[config.mk]
export PLATFORM = sky130hd
export DESIGN_NAME = spi_word_fifo
export DESIGN_NICKNAME = d
export VERILOG_FILES = /design/src/rtl/spi_wf_pkg.sv /design/src/rtl/spi_wf_lane_order.sv /design/src/rtl/spi_wf_byte_fifo.sv /design/src/rtl/spi_word_fifo.sv
export SDC_FILE = /design/constraint.sdc
export NUM_CORES = 2
export LEC_CHECK = 0
export BUFFER_PORTS_ARGS = -buffer_cell sky130_fd_sc_hd__clkbuf_2
export CAP_MARGIN = 20
export CORE_MARGIN = 1
export CORE_UTILIZATION = 60
export DETAILED_ROUTE_END_ITERATION = 8
export PLACE_DENSITY = 0.79
export SLEW_MARGIN = 25
export SYNTH_ARGS = -nofsm -noshare
export SYNTH_HDL_FRONTEND = slang
export SYNTH_SLANG_ARGS = --single-unit
[constraint.sdc]
create_clock -name clk -period 5.5 [get_ports clk]
set_input_delay 1.1 -clock clk [delete_from_list [all_inputs] [get_ports clk]]
set_output_delay 1.1 -clock clk [all_outputs]
set_load 0.005 [all_outputs]
[src/rtl/spi_wf_pkg.sv]
package spi_wf_pkg;
   localparam int unsigned DEF_DEPTH  = 32;
   localparam int unsigned DEF_LANES  = 4;
   localparam int unsigned DEF_BYTE_W = 8;
endpackage

[src/rtl/spi_wf_lane_order.sv]
module spi_wf_lane_order #(
   parameter int unsigned LANES = 4,
   parameter int unsigned BW    = 8
) (
   input  logic                  swap,
   input  logic [LANES*BW-1:0]   din,
   output logic [LANES*BW-1:0]   dout
);
   if (LANES < 1) begin : g_bad_lanes
      $error("spi_wf_lane_order: LANES must be at least 1");
   end

   // Lane k of the output is lane k (straight) or lane LANES-1-k (swapped).
   for (genvar k = 0; k < LANES; k++) begin : g_lane
      assign dout[k*BW +: BW] = swap ? din[(LANES-1-k)*BW +: BW] : din[k*BW +: BW];
   end
endmodule

[src/rtl/spi_wf_byte_fifo.sv]
module spi_wf_byte_fifo #(
   parameter int unsigned DEPTH    = 32,
   parameter int unsigned WR_LANES = 4,
   parameter int unsigned RD_LANES = 1,
   parameter int unsigned BW       = 8
) (
   input  logic                              clk,
   input  logic                              rst_n,
   input  logic                              clr,
   input  logic [$clog2(WR_LANES+1)-1:0]     push_n,
   input  logic [WR_LANES*BW-1:0]            din,
   input  logic [$clog2(RD_LANES+1)-1:0]     pop_n,
   output logic [RD_LANES*BW-1:0]            dout,
   output logic [$clog2(DEPTH+1)-1:0]        count
);
   localparam int unsigned AW = $clog2(DEPTH);
   localparam int unsigned CW = $clog2(DEPTH+1);

   if ((DEPTH & (DEPTH - 1)) != 0 || DEPTH < 2) begin : g_bad_depth
      $error("spi_wf_byte_fifo: DEPTH must be a power of two of at least 2");
   end
   if (DEPTH < WR_LANES || DEPTH < RD_LANES) begin : g_bad_lanes
      $error("spi_wf_byte_fifo: DEPTH must cover the lane counts");
   end

   logic [BW-1:0] mem [DEPTH];
   logic [AW-1:0] wptr, rptr;
   logic [CW-1:0] cnt;
   logic [CW-1:0] free;

   assign free  = CW'(DEPTH) - cnt;
   assign count = cnt;

   always_ff @(posedge clk or negedge rst_n) begin
      if (!rst_n) begin
         wptr <= '0;
         rptr <= '0;
         cnt  <= '0;
      end else if (clr) begin
         wptr <= '0;
         rptr <= '0;
         cnt  <= '0;
      end else begin
         wptr <= wptr + AW'(push_n);
         rptr <= rptr + AW'(pop_n);
         cnt  <= cnt + CW'(push_n) - CW'(pop_n);
      end
   end

   always_ff @(posedge clk) begin
      for (int k = 0; k < WR_LANES; k++) begin
         if (!clr && (k < int'(push_n)))
            mem[wptr + AW'(k)] <= din[k*BW +: BW];
      end
   end

   // Read lanes beyond the stored byte count are forced to zero.
   for (genvar j = 0; j < RD_LANES; j++) begin : g_rd
      logic [AW-1:0] idx;
      assign idx = rptr + AW'(j);
      assign dout[j*BW +: BW] = (CW'(j) < cnt) ? mem[idx] : '0;
   end

   // the occupancy never exceeds the depth
   p_count_bound_r1: assert property (@(posedge clk) disable iff (!rst_n)
      cnt <= CW'(DEPTH));
   // a push is only ever requested into free space
   p_push_fits_r8: assert property (@(posedge clk) disable iff (!rst_n)
      !clr |-> CW'(push_n) <= free);
   // a pop never asks for more bytes than are held
   p_pop_avail_r7: assert property (@(posedge clk) disable iff (!rst_n)
      CW'(pop_n) <= cnt);
   // a clear leaves the FIFO empty on the next cycle
   p_clr_empty_r9: assert property (@(posedge clk) disable iff (!rst_n)
      clr |=> cnt == '0);
endmodule

[src/rtl/spi_word_fifo.sv]
module spi_word_fifo
   import spi_wf_pkg::*;
#(
   parameter int unsigned DEPTH  = DEF_DEPTH,
   parameter int unsigned LANES  = DEF_LANES,
   parameter int unsigned BYTE_W = DEF_BYTE_W
) (
   input  logic                          clk,
   input  logic                          rst_n,
   input  logic                          soft_rst,
   input  logic                          tx_swap,
   input  logic                          rx_swap,
   input  logic [$clog2(DEPTH+1)-1:0]    pkt_bytes,
   input  logic                          tx_wr,
   input  logic [LANES*BYTE_W-1:0]       tx_wdata,
   output logic                          tx_ovf,
   output logic [BYTE_W-1:0]             tx_byte,
   output logic                          tx_avail,
   input  logic                          tx_take,
   input  logic [BYTE_W-1:0]             rx_byte,
   input  logic                          rx_push,
   output logic                          rx_avail,
   input  logic                          rx_rd,
   output logic [LANES*BYTE_W-1:0]       rx_rdata
);
   localparam int unsigned WW = LANES * BYTE_W;
   localparam int unsigned CW = $clog2(DEPTH+1);
   localparam int unsigned NW = $clog2(LANES+1);

   if (LANES < 1 || BYTE_W < 1) begin : g_bad_cfg
      $error("spi_word_fifo: LANES and BYTE_W must be at least 1");
   end

   // ---------------- transmit side ----------------
   logic [WW-1:0] tx_lanes;
   logic [CW-1:0] tx_cnt, tx_acc, tx_rem, tx_free, tx_sum;
   logic [NW-1:0] tx_n, tx_push_n;
   logic          tx_go, tx_fit, tx_reject, tx_pop;

   spi_wf_lane_order #(.LANES(LANES), .BW(BYTE_W)) u_tx_order (
      .swap (tx_swap),
      .din  (tx_wdata),
      .dout (tx_lanes)
   );

   assign tx_rem    = pkt_bytes - tx_acc;
   assign tx_n      = (tx_rem >= CW'(LANES)) ? NW'(LANES) : NW'(tx_rem);
   assign tx_free   = CW'(DEPTH) - tx_cnt;
   assign tx_fit    = CW'(tx_n) <= tx_free;
   assign tx_go     = tx_wr && !soft_rst;
   assign tx_push_n = (tx_go && tx_fit) ? tx_n : '0;
   assign tx_reject = tx_go && (tx_n != '0) && !tx_fit;
   assign tx_sum    = tx_acc + CW'(tx_push_n);
   assign tx_pop    = tx_take && (tx_cnt != '0);
   assign tx_avail  = tx_cnt != '0;

   always_ff @(posedge clk or negedge rst_n) begin
      if (!rst_n) begin
         tx_acc <= '0;
         tx_ovf <= 1'b0;
      end else if (soft_rst) begin
         tx_acc <= '0;
         tx_ovf <= 1'b0;
      end else begin
         if (tx_push_n != '0)
            tx_acc <= (tx_sum == pkt_bytes) ? '0 : tx_sum;
         if (tx_reject)
            tx_ovf <= 1'b1;
      end
   end

   spi_wf_byte_fifo #(.DEPTH(DEPTH), .WR_LANES(LANES), .RD_LANES(1), .BW(BYTE_W)) u_tx_fifo (
      .clk    (clk),
      .rst_n  (rst_n),
      .clr    (soft_rst),
      .push_n (tx_push_n),
      .din    (tx_lanes),
      .pop_n  (tx_pop),
      .dout   (tx_byte),
      .count  (tx_cnt)
   );

   // ---------------- receive side ----------------
   logic [WW-1:0] rx_lanes;
   logic [CW-1:0] rx_cnt;
   logic [NW-1:0] rx_pop_n;
   logic          rx_in;

   assign rx_in    = rx_push && (rx_cnt != CW'(DEPTH));
   assign rx_pop_n = !rx_rd ? '0 :
                     (rx_cnt >= CW'(LANES)) ? NW'(LANES) : NW'(rx_cnt);
   assign rx_avail = rx_cnt != '0;

   spi_wf_byte_fifo #(.DEPTH(DEPTH), .WR_LANES(1), .RD_LANES(LANES), .BW(BYTE_W)) u_rx_fifo (
      .clk    (clk),
      .rst_n  (rst_n),
      .clr    (soft_rst),
      .push_n (rx_in),
      .din    (rx_byte),
      .pop_n  (rx_pop_n),
      .dout   (rx_lanes),
      .count  (rx_cnt)
   );

   spi_wf_lane_order #(.LANES(LANES), .BW(BYTE_W)) u_rx_order (
      .swap (rx_swap),
      .din  (rx_lanes),
      .dout (rx_rdata)
   );

   // the overflow flag holds until a soft reset
   p_ovf_sticky_r8: assert property (@(posedge clk) disable iff (!rst_n)
      (tx_ovf && !soft_rst) |=> tx_ovf);
   // the overflow flag only rises after a write strobe
   p_ovf_cause_r8: assert property (@(posedge clk) disable iff (!rst_n)
      $rose(tx_ovf) |-> $past(tx_wr));
   // a soft reset empties both sides and clears the flag
   p_soft_rst_r9: assert property (@(posedge clk) disable iff (!rst_n)
      soft_rst |=> (!tx_avail && !rx_avail && !tx_ovf));
   // an empty receive FIFO reads as zero
   p_empty_zero_r7: assert property (@(posedge clk) disable iff (!rst_n)
      !rx_avail |-> rx_rdata == '0);
endmodule

==> impl_metrics.toml <==
[floorplanning]
io_pins = 98
row_count = 92
die_width_um = 255
core_area_mm2 = 0.0631
dieArea_mm2 = 0.0648
die_h_um = 255
start_util = 0.607

[final_layout]
drive_gt1_frac = 0.271
fin_nets = 3270
final_area_mm2 = 0.0425
synthToLayoutAreaGrowth_pct = 10.9
fillers = 4401
finish.utilization = 0.673
final_common_cell = "edfxtp_1"
final_cells = 4058
mostFrequentLayoutCells = "edfxtp_1 (512), mux4_2 (320), o221ai_1 (250)"

[global_routing]
grt_pass1_wl_um = 208000
grt_use_total = 0.442
first_global_vias = 31829
antenna_found_initial = 5
grt_start_max_net_pins = 93
grt-ovfl-total = 0

[placement]
dp_cells = 3945
gp_congestion = 1.09
hpwl_um = 93000
io_buffers = 97
placed_cell_area_mm2 = 0.0405
pre_cts_ws_ps = -220

[sta]
setup_violations = 0
slew-limit-headroom = 0.151
tightest_slew_ps = 1270
layout_min_cycle_time_ps = 5440
fin_crit_sh = 0.989
max_freq_mhz = 184
skew_ps = 65.2
rsz0062_at_grt = "false"
holdWs_ps = 477
hold_viol = 0
finalSetupTns_ps = 0
fin_ws_ps = 62.5
slew_viol_final = 0

[detailed_routing]
detail_route.wirelength_um = 143000
via_per_inst = 8.21
drtIter0Drc = 6724
vias = 33320
drcViolationCount = 0
dr.pass1.iters = 8
detail_route.wl_per_cell_um = 35.3
antenna_left = 0

[critical_path]
rr_worst_depth = 23
worst_r2r_endpoint = "tx_acc[3]"
worstPathCellList = "ha_1 -> nand2_1 -> xnor2_2 -> and2_1 -> a211oi_1 -> a31oi_1 -> a32oi_1 -> mux2i_1 -> clkbuf_2"
slowest_delay_ps = 850
crit_fanout = 19
rrSetupSlack_ps = 490
worstReg2RegStart = "tx_acc[3]"
crit_type = "register to primary output"
crit_slowest_cell = "a31oi_1"
critPathLaunchType = "register"
cp.required_ps = 4400
worstSetupEndpointType = "primary output"
cp.arrival_ps = 4340

[power]
power.total_mw = 15.3
power.leakage_nw = 14.3
peakVddDrop_mv = 0.305
power.density_mw_per_mm2 = 361

[synthesis]
synth-seq-cells = 551
synth_edf_count = 512
yosysUniqueCellTypes = 77
synthCells = 3089
async_flop_share = 0.0708
synth.avg_cell_area_um2 = 12.4
syn-cell-area_mm2 = 0.0383
synth_ff_type = "edfxtp_1"
syn_nets = 3199
synth_seq_area_share = 0.427
netlist.area_leader.share = 0.402
netlist.top_cell.by_area = "edfxtp_1"
netlist_top_cells_area = "edfxtp_1 (40%), mux4_2 (19%), o221ai_1 (5.7%)"
synth-warning-count = 0

[cts]
clkSinkCount = 551
clk_pin_slew_worst_paths_ps = 60
cts_tree = "built"
clk_latency_ps = 700
cts_buffers = 59
cts_root_buf = "clkbuf_16"
clockBufferDepth = 3
cts_setup_buffers = 0
cts_max_level = 2

[job]
maxCapViolCount = 0

[run_status]
outcome = "finished, final reports clean"

[hold_path]
hp-class = "input pin to asynchronous set/reset pin"
## how the worst max path moves through the flow
stage	from	to	slack (ps)	cells after the start
floorplan	pkt_bytes[0]	tx_acc[3]	20	27
global placement	pkt_bytes[0]	u_tx_fifo.count[5]	-4	27
detailed placement	pkt_bytes[0]	tx_acc[3]	-220	26
CTS	u_rx_fifo.rptr[0]	rx_rdata[0]	270	7
global route	pkt_bytes[0]	tx_acc[3]	20	26
finish	u_rx_fifo.rptr[1]	rx_rdata[17]	60	9
## final cells by class
type                       count  area, um^2  share of cell area
multi-input combinational   2201       20700               0.489
sequential                   551       16400               0.385
timing repair buffer         304        2210              0.0520
clock buffer                  75        1620              0.0381
tap                          846        1060              0.0249
clock inverter                34         297             0.00698
inverter                      43         161             0.00380
antenna                        4        10.0            0.000236
## layer usage
| layer | share of wire | vias to the layer above | global-route usage |
|---|---|---|---|
| li1 | - | 12960 | - |
| met1 | 0.31 | 15775 | 0.522 |
| met2 | 0.44 | 3594 | 0.667 |
| met3 | 0.15 | 991 | 0.145 |
| met4 | 0.10 | 0 | 0.351 |
| met5 | 0 | - | 0 |
## sequential cells by signal, summed over array words and instances (netlist names)
signal / flops
u_rx_fifo.rptr: 5
u_rx_fifo.mem: 256
tx_ovf: 1
u_tx_fifo.wptr: 5
tx_acc: 6
u_rx_fifo.count: 6
u_tx_fifo.count: 6
u_tx_fifo.mem: 256
u_rx_fifo.wptr: 5
u_tx_fifo.rptr: 5
## cells in the mapped netlist, drive strengths merged, types with 24 or more instances
cell type / number
a21oi: 247
nor2b: 50
a211oi: 42
o221ai: 251
inv: 43
a22oi: 194
clkbuf: 149
mux2i: 160
nand2: 243
o22ai: 32
buf: 145
o21ai: 73
mux2: 24
nor2: 192
nand3: 42
ha: 49
o211ai: 35
edfxtp: 512
mux4: 320
dfrtp: 39
## logic make-up after synthesis
family	after synthesis	share of synthesized area
compound gates	962	0.180
simple gates	634	0.0865
flops	551	0.427
mux	504	0.237
buf+inv	337	0.0397
fa+ha+maj	55	0.0192
xor+xnor	46	0.0107
## power breakdown
part / internal (mW) / total [mW] / leakage (nW) / switching [mW]
Combinational: 2.59 / 6.34 / 8.25 / 3.75
Clock: 2.18 / 3.99 / 0.934 / 1.81
Sequential: 4.76 / 5.00 / 5.13 / 0.238
Total: 9.53 / 15.3 / 14.3 / 5.80
## repair_timing
item | 4_1_cts | 5_1_grt
hold buffers | 0 | 0
setup endpoints to repair | 0 | 1
gates resized for setup | 0 | 2
## worst max-delay path: cells and delay by family, from the launching register on
| family | cells | cell delay, ps |
|---|---|---|
| compound gates | 3 | 1090 |
| xor+xnor | 1 | 710 |
| fa+ha+maj | 1 | 370 |
| buf+inv | 1 | 150 |
| flops | 1 | 620 |
| mux | 1 | 260 |
| simple gates | 2 | 430 |
(Power assumes the default switching activity.)
